--- config.mk ---
export PLATFORM = sky130hd
export DESIGN_NAME = sfg_downstream_gen
export DESIGN_NICKNAME = d
export VERILOG_FILES = /design/src/rtl/sfg_pkg.sv /design/src/rtl/sfg_sequencer.sv /design/src/rtl/sfg_grant_sel.sv /design/src/rtl/sfg_field_mux.sv /design/src/rtl/sfg_downstream_gen.sv
export SDC_FILE = /design/constraint.sdc
export NUM_CORES = 1
export LEC_CHECK = 0
export BUFFER_PORTS_ARGS = -buffer_cell sky130_fd_sc_hd__buf_2
export CORE_AREA = 2 2 415 417
export DETAILED_ROUTE_END_ITERATION = 8
export DIE_AREA = 0 0 417 419
export PLACE_DENSITY = 0.3
export SLEW_MARGIN = 30
export SYNTH_ARGS = -nofsm -noshare
export SYNTH_HDL_FRONTEND = slang
export SYNTH_HIERARCHICAL = 1
export SYNTH_SLANG_ARGS = --single-unit
--- constraint.sdc ---
create_clock -name clk_i -period 3.5 [get_ports clk_i]
set_clock_uncertainty 0.15 [all_clocks]
set_input_delay 0.35 -clock clk_i [delete_from_list [all_inputs] [get_ports clk_i]]
set_output_delay 0.35 -clock clk_i [all_outputs]
set_load 0.01 [all_outputs]
--- src/rtl/sfg_pkg.sv ---
package sfg_pkg;
  localparam logic [7:0] COMMA_BYTE = 8'hBC;
  localparam int unsigned CMD_W = 15;

  typedef enum logic [1:0] {
    PH_TRIG = 2'd0,
    PH_AUX  = 2'd1,
    PH_CMD1 = 2'd2,
    PH_CMD2 = 2'd3
  } phase_e;
endpackage

--- src/rtl/sfg_sequencer.sv ---
module sfg_sequencer
  import sfg_pkg::*;
#(
  parameter int unsigned NUM_SUB = 64,
  localparam int unsigned SLOT_W = $clog2(NUM_SUB + 1)
) (
  input  logic              clk_i,
  input  logic              rst_ni,
  output phase_e            phase_o,
  output logic [SLOT_W-1:0] slot_o,
  output logic              last_o
);
  localparam logic [SLOT_W-1:0] LAST_SLOT = SLOT_W'(NUM_SUB);

  phase_e            phase_q;
  logic [SLOT_W-1:0] slot_q;

  // reset parks on the comma position of the closing slot
  always_ff @(posedge clk_i or negedge rst_ni) begin
    if (!rst_ni) begin
      phase_q <= PH_CMD2;
      slot_q  <= LAST_SLOT;
    end else begin
      phase_q <= phase_e'(phase_q + 2'd1);
      if (phase_q == PH_CMD2) begin
        slot_q <= (slot_q == LAST_SLOT) ? '0 : slot_q + 1'b1;
      end
    end
  end

  assign phase_o = phase_q;
  assign slot_o  = slot_q;
  assign last_o  = (slot_q == LAST_SLOT);

  AST_SLOT_BOUND: assert property (@(posedge clk_i) disable iff (!rst_ni)
    slot_q <= LAST_SLOT) else $error("slot out of range");
endmodule

--- src/rtl/sfg_grant_sel.sv ---
module sfg_grant_sel #(
  parameter int unsigned ADDR_W = 6
) (
  input  logic              clk_i,
  input  logic              rst_ni,
  input  logic              take_i,
  input  logic              grant_valid_i,
  input  logic [ADDR_W-1:0] grant_addr_i,
  input  logic [ADDR_W:0]   num_slaves_i,
  output logic [7:0]        grant_byte_o
);
  logic [ADDR_W-1:0] rr_q;
  logic [ADDR_W:0]   rr_inc;

  assign rr_inc = {1'b0, rr_q} + 1'b1;

  always_ff @(posedge clk_i or negedge rst_ni) begin
    if (!rst_ni) begin
      rr_q <= '0;
    end else if (take_i && !grant_valid_i) begin
      rr_q <= (rr_inc >= num_slaves_i) ? '0 : rr_inc[ADDR_W-1:0];
    end
  end

  assign grant_byte_o = grant_valid_i ? {{(8-ADDR_W){1'b0}}, grant_addr_i}
                                      : {{(8-ADDR_W){1'b0}}, rr_q};

  AST_RR_ADVANCE: assert property (@(posedge clk_i) disable iff (!rst_ni)
    (take_i && !grant_valid_i && num_slaves_i > 1 && {1'b0, rr_q} < num_slaves_i)
    |=> rr_q != $past(rr_q)) else $error("round robin stuck");
  AST_RR_HOLD: assert property (@(posedge clk_i) disable iff (!rst_ni)
    (take_i && grant_valid_i) |=> $stable(rr_q)) else $error("rr moved on external grant");
endmodule

--- src/rtl/sfg_field_mux.sv ---
module sfg_field_mux
  import sfg_pkg::*;
#(
  parameter int unsigned NUM_SUB = 64,
  localparam int unsigned SLOT_W = $clog2(NUM_SUB + 1),
  localparam int unsigned SUB_W  = $clog2(NUM_SUB)
) (
  input  logic                     clk_i,
  input  logic                     rst_ni,
  input  phase_e                   phase_i,
  input  logic [SLOT_W-1:0]        slot_i,
  input  logic                     last_i,
  input  logic [7:0]               trig_i,
  input  logic [7:0]               aux_i,
  input  logic [NUM_SUB*CMD_W-1:0] cmd_table_i,
  input  logic [NUM_SUB-1:0]       bcast_i,
  input  logic [7:0]               grant_byte_i,
  output logic [7:0]               byte_o,
  output logic                     k_o
);
  logic [SUB_W-1:0] sub_idx;
  logic [CMD_W-1:0] cmd_sel;
  logic             bcast_sel;
  logic [7:0]       aux_hold_q;
  logic [CMD_W-1:0] cmd_hold_q;
  logic             bc_hold_q;
  logic [7:0]       byte_d;
  logic             k_d;

  assign sub_idx   = slot_i[SUB_W-1:0];
  assign cmd_sel   = cmd_table_i[sub_idx*CMD_W +: CMD_W];
  assign bcast_sel = bcast_i[sub_idx];

  // slot inputs latched on the trigger byte edge
  always_ff @(posedge clk_i or negedge rst_ni) begin
    if (!rst_ni) begin
      aux_hold_q <= '0;
      cmd_hold_q <= '0;
      bc_hold_q  <= 1'b0;
    end else if (phase_i == PH_TRIG) begin
      aux_hold_q <= aux_i;
      if (!last_i) begin
        cmd_hold_q <= cmd_sel;
        bc_hold_q  <= bcast_sel;
      end
    end
  end

  always_comb begin
    byte_d = '0;
    k_d    = 1'b0;
    unique case (phase_i)
      PH_TRIG: byte_d = trig_i;
      PH_AUX:  byte_d = aux_hold_q;
      PH_CMD1: byte_d = last_i ? grant_byte_i : {~bc_hold_q, cmd_hold_q[14:8]};
      PH_CMD2: begin
        if (last_i) begin
          byte_d = COMMA_BYTE;
          k_d    = 1'b1;
        end else begin
          byte_d = cmd_hold_q[7:0];
        end
      end
      default: byte_d = '0;
    endcase
  end

  always_ff @(posedge clk_i or negedge rst_ni) begin
    if (!rst_ni) begin
      byte_o <= '0;
      k_o    <= 1'b0;
    end else begin
      byte_o <= byte_d;
      k_o    <= k_d;
    end
  end

  AST_TRIG_PASS: assert property (@(posedge clk_i) disable iff (!rst_ni)
    (phase_i == PH_TRIG) |=> byte_o == $past(trig_i)) else $error("trigger mismatch");
  AST_AUX_HELD: assert property (@(posedge clk_i) disable iff (!rst_ni)
    (phase_i == PH_TRIG) |=> ##1 byte_o == $past(aux_i, 2)) else $error("aux not held");
  AST_D1_MODE: assert property (@(posedge clk_i) disable iff (!rst_ni)
    (phase_i == PH_TRIG && !last_i) |=> ##2 byte_o[7] == !$past(bcast_sel, 3)) else $error("mode bit");
endmodule

--- src/rtl/sfg_downstream_gen.sv ---
module sfg_downstream_gen
  import sfg_pkg::*;
#(
  parameter int unsigned NUM_SUB = 64,
  localparam int unsigned ADDR_W = $clog2(NUM_SUB),
  localparam int unsigned SLOT_W = $clog2(NUM_SUB + 1),
  localparam int unsigned SF_LEN = 4 * NUM_SUB + 4,
  localparam int unsigned IDX_W  = $clog2(SF_LEN)
) (
  input  logic                     clk_i,
  input  logic                     rst_ni,
  input  logic [7:0]               trig_i,
  input  logic [7:0]               aux_i,
  input  logic [NUM_SUB*CMD_W-1:0] cmd_table_i,
  input  logic [NUM_SUB-1:0]       bcast_i,
  input  logic                     grant_valid_i,
  input  logic [ADDR_W-1:0]        grant_addr_i,
  input  logic [ADDR_W:0]          num_slaves_i,
  output logic [7:0]               byte_o,
  output logic                     k_o
);
  phase_e            phase;
  logic [SLOT_W-1:0] slot;
  logic              last;
  logic              take;
  logic [7:0]        grant_byte;

  sfg_sequencer #(.NUM_SUB(NUM_SUB)) u_seq (
    .clk_i   (clk_i),
    .rst_ni  (rst_ni),
    .phase_o (phase),
    .slot_o  (slot),
    .last_o  (last)
  );

  assign take = last && (phase == PH_CMD1);

  sfg_grant_sel #(.ADDR_W(ADDR_W)) u_grant (
    .clk_i         (clk_i),
    .rst_ni        (rst_ni),
    .take_i        (take),
    .grant_valid_i (grant_valid_i),
    .grant_addr_i  (grant_addr_i),
    .num_slaves_i  (num_slaves_i),
    .grant_byte_o  (grant_byte)
  );

  sfg_field_mux #(.NUM_SUB(NUM_SUB)) u_mux (
    .clk_i        (clk_i),
    .rst_ni       (rst_ni),
    .phase_i      (phase),
    .slot_i       (slot),
    .last_i       (last),
    .trig_i       (trig_i),
    .aux_i        (aux_i),
    .cmd_table_i  (cmd_table_i),
    .bcast_i      (bcast_i),
    .grant_byte_i (grant_byte),
    .byte_o       (byte_o),
    .k_o          (k_o)
  );

  // independent byte position tracker for the comma checks
  logic             chk_run_q;
  logic [IDX_W-1:0] chk_idx_q;

  always_ff @(posedge clk_i or negedge rst_ni) begin
    if (!rst_ni) begin
      chk_run_q <= 1'b0;
      chk_idx_q <= '0;
    end else begin
      chk_run_q <= 1'b1;
      if (chk_run_q) begin
        chk_idx_q <= (chk_idx_q == IDX_W'(SF_LEN - 1)) ? '0 : chk_idx_q + 1'b1;
      end
    end
  end

  AST_COMMA_SPACING: assert property (@(posedge clk_i) disable iff (!rst_ni)
    chk_run_q |-> (k_o == (chk_idx_q == '0))) else $error("comma spacing");
  AST_K_IS_COMMA: assert property (@(posedge clk_i) disable iff (!rst_ni)
    k_o |-> byte_o == COMMA_BYTE) else $error("k flag on non-comma");
  AST_GRANT_EXT: assert property (@(posedge clk_i) disable iff (!rst_ni)
    (take && grant_valid_i) |=> byte_o == {{(8-ADDR_W){1'b0}}, $past(grant_addr_i)}) else $error("grant");
endmodule

After elaboration in Yosys (flattened, before gate mapping). Index checks and enable logic that the tools add are counted.

Latch bits: 0. Bits in writable memories: 0. Output and inout bits: 9. Memories: 0. Bits of input ports: 1056. Word-level logic and storage cells: 36. Register bits: 48. Bits in read-only memories: 0.

Bitwise logic cells: 2. Order comparisons: 2. Multipliers: 1. Eq/ne operators: 4. Add/subtract/negate cells: 3. Mux-type cells: 10. Shift operators: 1. Reductions and logical operators: 5. Div/mod/pow operators: 0.

Operator list (number): $shiftx 960x11->15 (1); $pmux 8 s4 (1); $mux 8 (2); $mux 6 (2); $mul 6x4->10 const B (1); $add 6x1->7 const B (1); $add 7x1->7 const B (1); $eq 7x7->1 const B (1); $ge 7x7->1 (1); $lt 6x7->1 const B (1); $mux 7 (1); $bmux 1 s6 (1); $eq 2x2->1 const B (2); $mux 1 (3); $add 2x1->2 const B (1); $eq 2x1->1 const B (1); $logic_and 1x1->1 (2); $logic_not 2->1 (1); $not 1->1 (2); $reduce_and 2->1 (1); $logic_not 1->1 (1).

Depth between registers and ports, before layout. Gate-level depths: netlist (run 1).

Depth in word-level cells: 3. Mapped depth: 11. Mapped depth without buffers: 10.

Hierarchy. The synthesis (run 1) kept the hierarchy.

By module, submodules not included: sfg_field_mux (area each 9818.2 µm², seq. area each 825.8 µm², times used 1, cells an instance 907); sfg_grant_sel (area each 631.9 µm², seq. area each 150.1 µm², times used 1, cells an instance 72); sfg_sequencer (area each 411.6 µm², seq. area each 229.0 µm², times used 1, cells an instance 37); sfg_downstream_gen (area each 8.8 µm², seq. area each 0.0 µm², times used 1, cells an instance 1).

Worst setup path before layout (run 1). Ideal clock, no wire load.

Path kind: reg2reg. Start: reg u_seq.slot_q[0], in the netlist u_seq/slot_o[0]. End: reg u_mux.cmd_hold_q[10]. Period minus slack after synthesis: 2.504 ns. Setup time: 0.129 ns. Data arrival time: 2.225 ns. Path buffers: 3. Stages on the path, launching flop included: 12. Data required time: 3.221 ns. Setup slack: 0.996 ns. Cells stage by stage: dfrtp_1 > inv_1 > ha_1 > nand4bb_1 > nor3_1 > or3_1 > clkbuf_1 > or2_1 > buf_1 > clkbuf_1 > a41o_1 > nand3_1.

Word-level cells in the longest chain between the ends: 3. Elaborated cells between the ends (all ways): 5. Those cells by class: mul: 1; eq/ne: 1; shift: 1; bitwise: 1; reduce/logical: 1.

RTL lines: from (decl) (line sfg_sequencer.sv:16) `logic [SLOT_W-1:0] slot_q;`; from (signal assigned) (line sfg_sequencer.sv:26) `slot_q <= (slot_q == LAST_SLOT) ? '0 : slot_q + 1'b1;`; $eq 7x7->1 (line sfg_sequencer.sv:33) `assign last_o = (slot_q == LAST_SLOT);`; net last (line sfg_downstream_gen.sv:24) `logic last;`; $not 1->1 (no line); $reduce_and 2->1 (no line); to (signal assigned) (line sfg_field_mux.sv:43) `cmd_hold_q <= cmd_sel;`; to (decl) (line sfg_field_mux.sv:25) `logic [CMD_W-1:0] cmd_hold_q;`.

The timed path passes the listed nets, and every way through them passes these cells. A chain may end at the register's enable or synchronous reset.

Final worst setup path (run 1).
Start: reg u_seq.slot_q[2], in the netlist u_seq/slot_o[2]. End: reg u_mux.cmd_hold_q[9].

Word-level cells in the longest chain between the ends: 3. Elaborated cells between the ends (all ways): 5. Those cells by class: mul: 1; eq/ne: 1; shift: 1; bitwise: 1; reduce/logical: 1.

RTL lines: parallel branches: the longest is 3 deep, another holds $mul 6x4->10.

Parallel ways; which one is timed is not known.

==> flow_metrics.py, run 1 <==
metrics = {
    "power_and_ir_drop": {
        "ir_drop_mv": 0.1684,
        "p_per_area_mw_per_mm2": 119.2,
        "p_total_mw": 2.308,
        "p_leak_nw": 9.430,
    },
    "cts": {
        "clock_latency_ns": 0.34,
        "cts_buffers": 5,
        "path_clk_slew_ns": 0.10,
        "postCtsSetupBuffers": 0,
        "clock_sink_count": 48,
        "htreeDepth": 2,
        "clockBufferDepth": 2,
        "cts-root-buf": "clkbuf_16",
        "cts_tree": "yes",
    },
    "synth": {
        "synth_ff_type": "dfrtp_1",
        "syn-cell-area_mm2": 0.01087,
        "yosys.area.top_type_share_pct": 33.15,
        "synthCells": 1017,
        "synth_edf_count": 0,
        "synthDistinctLibCells": 48,
        "avgSynthCellArea_um2": 10.69,
        "synth_most_common_cell": "mux2i_1",
        "synth_area_leaders": "mux4_2, mux2i_1, dfrtp_1, a22oi_1, mux2_2",
        "synth.top_cells.by_count": "mux2i_1, mux4_2, a22oi_1, nand3_1",
        "yosysTopAreaCell": "mux4_2",
        "ys_warn_count": 6,
        "async_flop_share_pct": 100.0,
        "ys_seq_area_share_pct": 11.08,
        "synth_seq_cells": 48,
    },
    "timing": {
        "slew_headroom_pct": 43.66,
        "slew_violations": 0,
        "layout_min_cycle_time_ns": 3.210,
        "worst_hold_slack_ns": 0.07827,
        "setup_violations": 0,
        "finalHoldViolations": 0,
        "tns_ns": 0,
        "rsz0062_at_grt": "false",
        "fin_ws_ns": 0.2903,
        "tightest_slew_ns": 0.8363,
        "fin_crit_sh_pct": 91.70,
        "timing.fmax_mhz": 311.6,
    },
    "final_layout": {
        "multi_input_area_mm2": 0.009004,
        "finalNonFillerCells": 4307,
        "nNetsFinal": 3114,
        "fillers": 19760,
        "stdcell_area_mm2": 0.01936,
        "finish.utilization_pct": 11.35,
        "drive_gt1_share_pct": 68.31,
        "area_growth_pct": 78.09,
        "ff_latch_area_mm2": 0.001219,
    },
    "floorplanning": {
        "design.die.area_mm2": 0.1747,
        "die_x_um": 417,
        "rows": 152,
        "start_util_pct": 6.372,
        "fp.coreArea_mm2": 0.1706,
        "io_pins": 1065,
        "die_h_um": 419,
    },
    "detailed_routing": {
        "drc": 0,
        "drt_iter0_markers": 881,
        "firstDrtPassIters": 5,
        "ant_nets": 0,
        "route.final.wire_length_mm": 139.0,
        "wl_per_cell_um": 32.26,
        "via_count": 14820,
        "viasPerCell": 3.440,
    },
    "setup_path": {
        "r2r_slack_ns": 0.29,
        "reg2reg_from": "u_seq/slot_o[2]$_DFFE_PN0N_",
        "crit_family": "multiplexers",
        "reg2reg_depth": 6,
        "regToRegEndpoint": "u_mux/cmd_hold_q[9]$_DFFE_PN0P_",
        "cp_cell_sequence": "buf_16 -> buf_4 -> mux4_2 -> mux4_2 -> o211ai_2 -> nand3_1",
        "cp-start-kind": "flip-flop",
        "path_buf_inv": 2,
        "critPathKind": "flip-flop to flip-flop",
        "cp_slowest_cell": "mux4_2",
        "cp_max_fo": 61,
        "crit_path_end_kind": "flip-flop",
        "critPathMaxStageDelay_ns": 0.57,
        "critical_path_depth": 6,
        "crit_start": "u_seq/slot_o[2]$_DFFE_PN0N_",
        "arrival_ns": 3.28,
        "path_common_cell": "mux4_2",
        "timing.critical_path.to": "u_mux/cmd_hold_q[9]$_DFFE_PN0P_",
        "worstPathRequired_ns": 3.57,
    },
    "job": {
        "cap_violations": 0,
    },
    "global_routing": {
        "grt_use_total_pct": 15.23,
        "grt_max_degree": 65,
        "grt_pass1_vias": 15350,
        "overflow": 0,
        "antenna_found_initial": 178,
        "grt_first_pass_wirelength_mm": 171.6,
    },
    "placed_design": {
        "place_area_mm2": 0.01913,
        "place_worst_setup_slack_ns": 0.1543,
        "port-buffer-count": 1064,
        "dp_hpwl_mm": 125.8,
        "place.gp.congestion": 0.9157,
        "dpl.cell_count": 4272,
    },
    "min_path": {
        "hold_path.class": "input pin to flip-flop",
    },
    "run_status": {
        "outcome": "completed",
    },
}
[cells by family after synthesis]
family | after synthesis | share of synthesized area [%]
muxes | 407 | 56.47
AOI/OAI and AO/OA | 227 | 15.91
and+or+nand+nor | 181 | 8.241
buffers and inverters | 135 | 6.434
DFF | 48 | 11.08
adders and majority gates | 11 | 1.266
xor gates and xnor gates | 7 | 0.5640
other | 1 | 0.03450
[worst min path at each step]
| stage | from | to | slack (ns) | depth (start not counted) |
|---|---|---|---|---|
| 6_report | aux_i[0] | u_mux/aux_hold_q[0]$_DFFE_PN0N_ | 0.08 | 3 |
| 5_1_grt | aux_i[0] | u_mux/aux_hold_q[0]$_DFFE_PN0N_ | 0.08 | 3 |
| 4_1_cts | aux_i[0] | u_mux/aux_hold_q[0]$_DFFE_PN0N_ | 0.06 | 3 |
| 3_5_place_dp | u_mux/bc_hold_q$_DFFE_PN0P_ | u_mux/bc_hold_q$_DFFE_PN0P_ | 0.33 | 2 |
| 3_3_place_gp | u_mux/cmd_hold_q[14]$_DFFE_PN0P_ | u_mux/cmd_hold_q[14]$_DFFE_PN0P_ | 0.33 | 2 |
| 2_1_floorplan | rst_ni | u_grant/rr_q[0]$_DFFE_PN0P_ | -0.1 | 0 |
[worst register-to-register path, delay by kind of cell, from the launching register on]
kind / cells / cell delay, ns
muxes: 2 / 1.12
buffers and inverters: 2 / 0.88
DFF: 1 / 0.54
AOI/OAI and AO/OA: 1 / 0.28
and+or+nand+nor: 1 / 0.12
[cell type report]
cell class | count | share of cell area, %
multi-input combinational | 835 | 46.51
timing repair buffer | 1141 | 31.39
tap | 2233 | 14.43
sequential | 48 | 6.295
clock buffer | 6 | 0.6657
antenna | 26 | 0.3361
inverter | 16 | 0.3102
clock inverter | 2 | 0.06463
[layer usage]
metal / up-vias / share of wire [%] / track usage, %
met5: - / 0.40 / 0
met1: 7253 / 39 / 17.45
met2: 857 / 53 / 28.79
met3: 326 / 6.3 / 3.545
met4: 84 / 2.1 / 2.450
li1: 6298 / - / -
[state kept, by name (all words and copies together) (netlist names)]
| signal | flops |
|---|---|
| u_mux/cmd_hold_q | 15 |
| u_mux/aux_hold_q | 8 |
| u_grant/rr_q | 6 |
| u_seq/slot_o | 7 |
| u_seq/phase_o | 2 |
| u_mux/byte_o | 8 |
| u_mux/k_o | 1 |
| u_mux/bc_hold_q | 1 |
[cells in the final DEF, fill, tap and decap left out, types with 2 or more instances in the layout]
cell type,netlist,layout
o221ai_1,5,5
mux2_2,50,50
o21ai_0,31,31
inv_1,16,16
o22ai_1,32,32
nand2_1,35,35
nand3_1,67,67
clkbuf_16,0,5
and3_1,2,2
mux2i_1,197,197
buf_12,3,12
dfstp_2,3,3
a21oi_1,3,3
ha_1,11,11
nand2b_4,2,2
o211ai_2,16,16
o21ai_2,5,5
conb_1,1,2
nand2b_1,4,4
nor2b_4,0,2
dfrtp_1,45,40
dfrtp_4,0,3
nand4_1,2,2
a22oi_1,113,113
or2_2,2,2
dfrtp_2,0,2
buf_4,20,63
a41o_1,16,16
diode_2,0,26
nor2b_1,6,3
nor2_1,43,42
or3_1,2,2
nand4bb_1,2,2
xnor2_1,2,2
xor2_1,5,5
buf_2,31,1064
mux4_2,160,160
a221oi_1,3,3
nor3_1,4,4
[repair_timing]
item / 4_1_cts / 5_1_grt
setup endpoints to repair: 0 / 1
endpoints found under the hold margin: 3 / 0
hold buffers: 1 / 0
resized for setup: 0 / 1
[report_power, final]
part | total (mW) | internal, mW | switching (mW)
combinational | 1.14 | 0.656 | 0.486
clock | 0.575 | 0.267 | 0.307
sequential | 0.591 | 0.573 | 0.0179
total | 2.31 | 1.50 | 0.811
(Power assumes the default switching activity.)
==> run 2, diff against run 1 <==
- clock period: 3.5 -> 2.8 ns (I/O delays scaled with it)
==> run 2 against run 1 <==
Compared with the run above: sequential power grew 25%; register-to-register slack got worse by 0.27 ns; maximum frequency grew 16%; count of clock-buffer cells in the layout fell by 1; non-clock buffer count rose by 116; worst setup slack got worse by 0.27 ns; critical path type unchanged; power grew 35%; critical path depth unchanged; clock power rose by 58%.
==> flow_metrics.py, run 2 (same netlist as run 1, synthesis figures left out) <==
metrics = {
    "cts": {
        "path_clk_slew_ns": 0.09,
        "clock_sink_count": 48,
        "clock_latency_ns": 0.34,
        "cts_buffers": 5,
        "cts_tree": "yes",
        "clockBufferDepth": 2,
        "cts-root-buf": "clkbuf_16",
        "htreeDepth": 2,
    },
    "global_routing": {
        "grt_use_total_pct": 15.33,
        "antenna_found_initial": 184,
        "grt_pass1_vias": 15860,
        "grt_first_pass_wirelength_mm": 173.4,
        "overflow": 0,
        "grt_max_degree": 42,
    },
    "floorplanning": {
        "io_pins": 1065,
        "design.die.area_mm2": 0.1747,
        "die_h_um": 419,
        "start_util_pct": 6.372,
        "fp.coreArea_mm2": 0.1706,
        "rows": 152,
        "die_x_um": 417,
    },
    "final_layout": {
        "drive_gt1_share_pct": 70.75,
        "nNetsFinal": 3230,
        "area_growth_pct": 93.97,
        "final_common_cell": "buf_2",
        "largest_register_ffs": 15,
        "largest_registers": "u_mux/cmd_hold_q: 15 flops, u_mux/aux_hold_q: 8 flops, u_mux/byte_o: 8 flops",
        "fillers": 19650,
        "regMostFlops": "u_mux/cmd_hold_q",
        "stdcell_area_mm2": 0.02109,
        "final_cell_mix": "buf_2, mux2i_1, mux4_2",
    },
    "setup_path": {
        "worstPathRequired_ns": 2.85,
        "arrival_ns": 2.83,
        "critPathKind": "flip-flop to flip-flop",
        "cp-start-kind": "flip-flop",
        "cp_slowest_cell": "mux4_2",
        "path_common_cell": "mux4_2",
        "cp_max_fo": 15,
        "critPathMaxStageDelay_ns": 0.56,
        "cp_cell_sequence": "buf_12 -> buf_8 -> mux4_2 -> mux4_2 -> o211ai_4 -> nand3_1",
        "crit_path_end_kind": "flip-flop",
    },
    "timing": {
        "finalHoldViolations": 0,
        "setup_violations": 0,
        "tns_ns": 0,
        "layout_min_cycle_time_ns": 2.778,
        "timing.fmax_mhz": 360.0,
        "rsz0062_at_grt": "true",
        "fin_crit_sh_pct": 99.21,
        "slew_violations": 0,
        "slew_headroom_pct": 59.12,
        "tightest_slew_ns": 0.6126,
    },
    "placed_design": {
        "port-buffer-count": 1064,
        "place.gp.congestion": 0.9185,
        "place_area_mm2": 0.02039,
        "dp_hpwl_mm": 127.1,
    },
    "detailed_routing": {
        "route.final.wire_length_mm": 139.9,
        "firstDrtPassIters": 5,
        "ant_nets": 0,
        "via_count": 15380,
        "drt_iter0_markers": 1044,
        "drc": 0,
        "viasPerCell": 3.468,
        "wl_per_cell_um": 31.54,
    },
    "job": {
        "cap_violations": 0,
    },
    "min_path": {
        "hold_path.class": "input pin to flip-flop",
    },
    "run_status": {
        "outcome": "completed",
    },
    "power_and_ir_drop": {
        "ir_drop_mv": 0.1894,
        "p_per_area_mw_per_mm2": 148.0,
        "p_leak_nw": 10.25,
    },
}
## run 2: worst max-delay path, delay by kind of cell (launching register included)
family,cells,cell delay [ns]
AOI/OAI and AO/OA,1,0.38
buffers and inverters,2,0.37
DFF,1,0.45
muxes,2,1.12
and+or+nand+nor,1,0.14
## run 2: final cells by class
type	instances	area (um^2)	share of cell area, %
Inverter	16	60.06	0.2848
Sequential cell	48	1219	5.780
Clock inverter	3	68.82	0.3264
Antenna cell	39	97.59	0.4629
Timing Repair Buffer	1257	7537	35.75
Multi-Input combinational cell	835	9184	43.56
Tap cell	2233	2794	13.25
Clock buffer	5	125.1	0.5934
## run 2: path summary, 6_finish.rpt
check | from | to | slack [ns] | depth (start not counted)
setup reg to reg | u_seq/slot_o[2]$_DFFE_PN0N_ | u_mux/cmd_hold_q[1]$_DFFE_PN0P_ | 0.02 | 6
min in group asynchronous | rst_ni | u_mux/byte_o[0]$_DFF_PN0_ | 0.29 | 2
setup / recovery | u_seq/slot_o[2]$_DFFE_PN0N_ | u_mux/cmd_hold_q[1]$_DFFE_PN0P_ | 0.02 | 6
hold reg to reg | u_mux/bc_hold_q$_DFFE_PN0P_ | u_mux/bc_hold_q$_DFFE_PN0P_ | 0.35 | 2
max in group asynchronous | rst_ni | u_mux/cmd_hold_q[3]$_DFFE_PN0P_ | 1.53 | 3
hold / removal | trig_i[6] | u_mux/byte_o[6]$_DFF_PN0_ | 0.02 | 3
## run 2: power by group
group | switching [mW] | leakage (nW) | internal (mW)
clock network | 0.389 | 0.0947 | 0.519
logic | 0.620 | 9.59 | 0.854
registers | 0.0232 | 0.569 | 0.716
total | 1.03 | 10.3 | 2.09
## run 2: what timing repair did
action,in CTS,in global routing
pin swaps,4,4
hold buffers,4,0
hold endpoints to repair,25,0
setup buffers,3,3
gates cloned,2,1
resized for setup,29,13
endpoints found under the setup margin,11,14
## run 2: metal layers
metal  GRT usage [%]  wire [um]  up-vias
li1                -          -     6555
met1           17.90      53470     7515
met2           29.20      74240      933
met3           3.118       9455      309
met4           1.848       2224       72
met5               0        509        -
## run 2: stage by stage
step	hold WS, ns	cells	total power [mW]	utilization, %	setup WS, ns
global placement	0.3293	4375	2.237	11.95	-0.5119
CTS	0.002220	4393	3.200	12.23	-0.006773
floorplan	-0.1656	1018	1.126	-	0.2962
finish	0.02124	4436	3.121	12.36	0.02210
global route	0.01667	4413	3.292	12.33	-0.02531
detailed placement	0.1512	4376	2.226	11.96	-0.3074
==> run 3, diff against run 2 <==
- CELL_PAD_IN_SITES_DETAIL_PLACEMENT: default -> 1
- CELL_PAD_IN_SITES_GLOBAL_PLACEMENT: default -> 2
- CORE_AREA: 2 2 415 417 -> 2 2 409 411
- CTS_CLUSTER_SIZE: default -> 20
- DIE_AREA: 0 0 417 419 -> 0 0 411 413
- PLACE_DENSITY: 0.3 -> 0.35
==> run 3 against run 2 <==
Compared with the run above: power is 1.8% lower; core utilization is 0.056 points higher; clock power is 8.1% lower; final cell count is 1.7% lower; worst setup slack better by 0.044 ns; count of clock-buffer cells in the layout stayed put; global-route usage is 0.47 points lower; flip-flop and latch count stayed put; hold slack hardly changed.
==> flow_metrics.py, run 3 (same netlist as run 1, synthesis figures left out) <==
metrics = {
    "run_status": {
        "outcome": "completed",
    },
    "floorplanning": {
        "io_pins": 1065,
        "fp.coreArea_mm2": 0.1659,
        "die_x_um": 411,
        "rows": 150,
        "design.die.area_mm2": 0.1697,
        "start_util_pct": 6.552,
        "die_h_um": 413,
    },
    "detailed_routing": {
        "drt_iter0_markers": 612,
        "firstDrtPassIters": 5,
        "route.final.wire_length_mm": 131.8,
        "viasPerCell": 3.308,
        "wl_per_cell_um": 30.24,
        "via_count": 14420,
        "ant_nets": 0,
        "drc": 0,
    },
    "final_layout": {
        "drive_gt1_share_pct": 70.23,
        "final_common_cell": "buf_2",
        "multi_input_area_mm2": 0.009133,
        "regMostFlops": "u_mux/cmd_hold_q",
        "nNetsFinal": 3199,
        "largest_register_ffs": 15,
        "stdcell_area_mm2": 0.02060,
        "area_growth_pct": 89.50,
        "fillers": 19800,
        "largest_registers": "u_mux/cmd_hold_q: 15 flops, u_mux/aux_hold_q: 8 flops, u_mux/byte_o: 8 flops",
        "finish.utilization_pct": 12.42,
        "final_cell_mix": "buf_2, mux2i_1, mux4_2",
        "ff_latch_area_mm2": 0.001219,
    },
    "timing": {
        "fin_crit_sh_pct": 97.62,
        "timing.fmax_mhz": 365.8,
        "fin_ws_ns": 0.06656,
        "slew_headroom_pct": 42.31,
        "setup_violations": 0,
        "layout_min_cycle_time_ns": 2.733,
        "slew_violations": 0,
        "finalHoldViolations": 0,
        "tightest_slew_ns": 0.8654,
        "rsz0062_at_grt": "false",
    },
    "cts": {
        "clockBufferDepth": 2,
        "cts_buffers": 5,
        "cts-root-buf": "clkbuf_16",
        "clock_latency_ns": 0.36,
        "path_clk_slew_ns": 0.11,
        "cts_tree": "yes",
        "htreeDepth": 2,
        "clock_sink_count": 48,
    },
    "setup_path": {
        "reg2reg_from": "u_seq/slot_o[2]$_DFFE_PN0N_",
        "critPathKind": "flip-flop to flip-flop",
        "path_common_cell": "buf_12",
        "cp_slowest_cell": "a22oi_2",
        "cp_cell_sequence": "buf_12 -> buf_12 -> buf_4 -> mux4_2 -> a22oi_2 -> a41o_1 -> buf_12 -> nand3_1",
        "arrival_ns": 2.83,
        "crit_family": "compound AO/OA/AOI/OAI gates",
        "cp_max_fo": 18,
        "worstPathRequired_ns": 2.90,
        "reg2reg_depth": 8,
        "regToRegEndpoint": "u_mux/bc_hold_q$_DFFE_PN0P_",
        "path_buf_inv": 4,
        "r2r_slack_ns": 0.07,
        "cp-start-kind": "flip-flop",
        "critPathMaxStageDelay_ns": 0.51,
        "crit_path_end_kind": "flip-flop",
    },
    "placed_design": {
        "dp_hpwl_mm": 119.7,
        "place_worst_setup_slack_ns": -0.1585,
        "place.gp.congestion": 0.8757,
        "place_area_mm2": 0.02010,
        "port-buffer-count": 1064,
    },
    "min_path": {
        "hold_path_end": "u_mux/aux_hold_q[2]$_DFFE_PN0N_",
        "holdPathStages": 2,
        "hold_path.class": "input pin to flip-flop",
        "hp-start": "aux_i[2]",
    },
    "job": {
        "cap_violations": 0,
    },
    "global_routing": {
        "antenna_found_initial": 88,
        "overflow": 0,
        "grt_pass1_vias": 16360,
        "grt_max_degree": 40,
        "grt_first_pass_wirelength_mm": 165.6,
        "grt_use_total_pct": 14.86,
    },
    "power_and_ir_drop": {
        "ir_drop_mv": 0.2108,
        "p_per_area_mw_per_mm2": 148.8,
        "p_total_mw": 3.065,
        "p_leak_nw": 10.04,
    },
}
==> run 3: layout make-up <==
cell class / count / area share, %
multi-input combinational: 835 / 44.33
antenna: 22 / 0.2672
tap: 2204 / 13.39
clock buffer: 5 / 0.6074
timing repair buffer: 1226 / 34.97
inverter: 16 / 0.2915
clock inverter: 3 / 0.2308
sequential: 48 / 5.916
==> run 3: power breakdown <==
group          internal, mW  leakage, nW  total (mW)  switching [mW]
logic                 0.864         9.38        1.49           0.631
clock network         0.429       0.0841       0.834           0.406
registers             0.716        0.569       0.736          0.0199
==> run 3: per-layer routing <==
metal  track usage, %  wire, um  up-vias
li1                 -         -     6468
met1            17.07     51280     7152
met2            28.98     71590      638
met3            3.037      7602      125
met4            1.010      1110       36
met5                0       244        -
==> run 3: how the worst max path moves through the flow <==
| stage | from | to | slack, ns | cells after the start |
|---|---|---|---|---|
| after CTS | u_seq/slot_o[2]$_DFFE_PN0N_ | u_mux/cmd_hold_q[13]$_DFFE_PN0P_ | -0.01 | 6 |
| final | u_seq/slot_o[2]$_DFFE_PN0N_ | u_mux/bc_hold_q$_DFFE_PN0P_ | 0.07 | 8 |
| after detailed placement | u_seq/slot_o[4]$_DFFE_PN0N_ | u_mux/bc_hold_q$_DFFE_PN0P_ | -0.16 | 7 |
| after global routing | u_seq/slot_o[2]$_DFFE_PN0N_ | u_mux/cmd_hold_q[13]$_DFFE_PN0P_ | 0.0009 | 8 |
| after global placement | u_seq/slot_o[2]$_DFFE_PN0N_ | u_mux/cmd_hold_q[10]$_DFFE_PN0P_ | -0.17 | 8 |
| after floorplan | u_seq/slot_o[0]$_DFFE_PN0N_ | u_mux/cmd_hold_q[10]$_DFFE_PN0P_ | 0.30 | 11 |
==> run 3: worst register-to-register path, stage by stage, from the launching register on <==
cell     delay (ns)
dfrtp_4        0.49
buf_12         0.21
buf_12         0.25
buf_4          0.23
mux4_2         0.32
a22oi_2        0.51
a41o_1         0.32
buf_12         0.11
nand3_1        0.06
==> run 3: per-stage QoR <==
stage                     hold WS, ns   TNS, ns  instances
after detailed placement       0.3100   -0.6453       4319
after global routing          0.01336         0       4342
after global placement         0.3190   -0.7671       4319
after CTS                   0.0004965  -0.01492       4336
final                         0.02083         0       4359
after floorplan               -0.1656         0       1018
==> run 3: repair_timing <==
action                     4_1_cts  5_1_grt
cloned                           0        1
hold endpoints to repair        22        0
setup endpoints to repair       12       10
gates resized for setup         14       11
hold buffers                     7        0
setup buffers                    2        0
pin swaps                        0        0
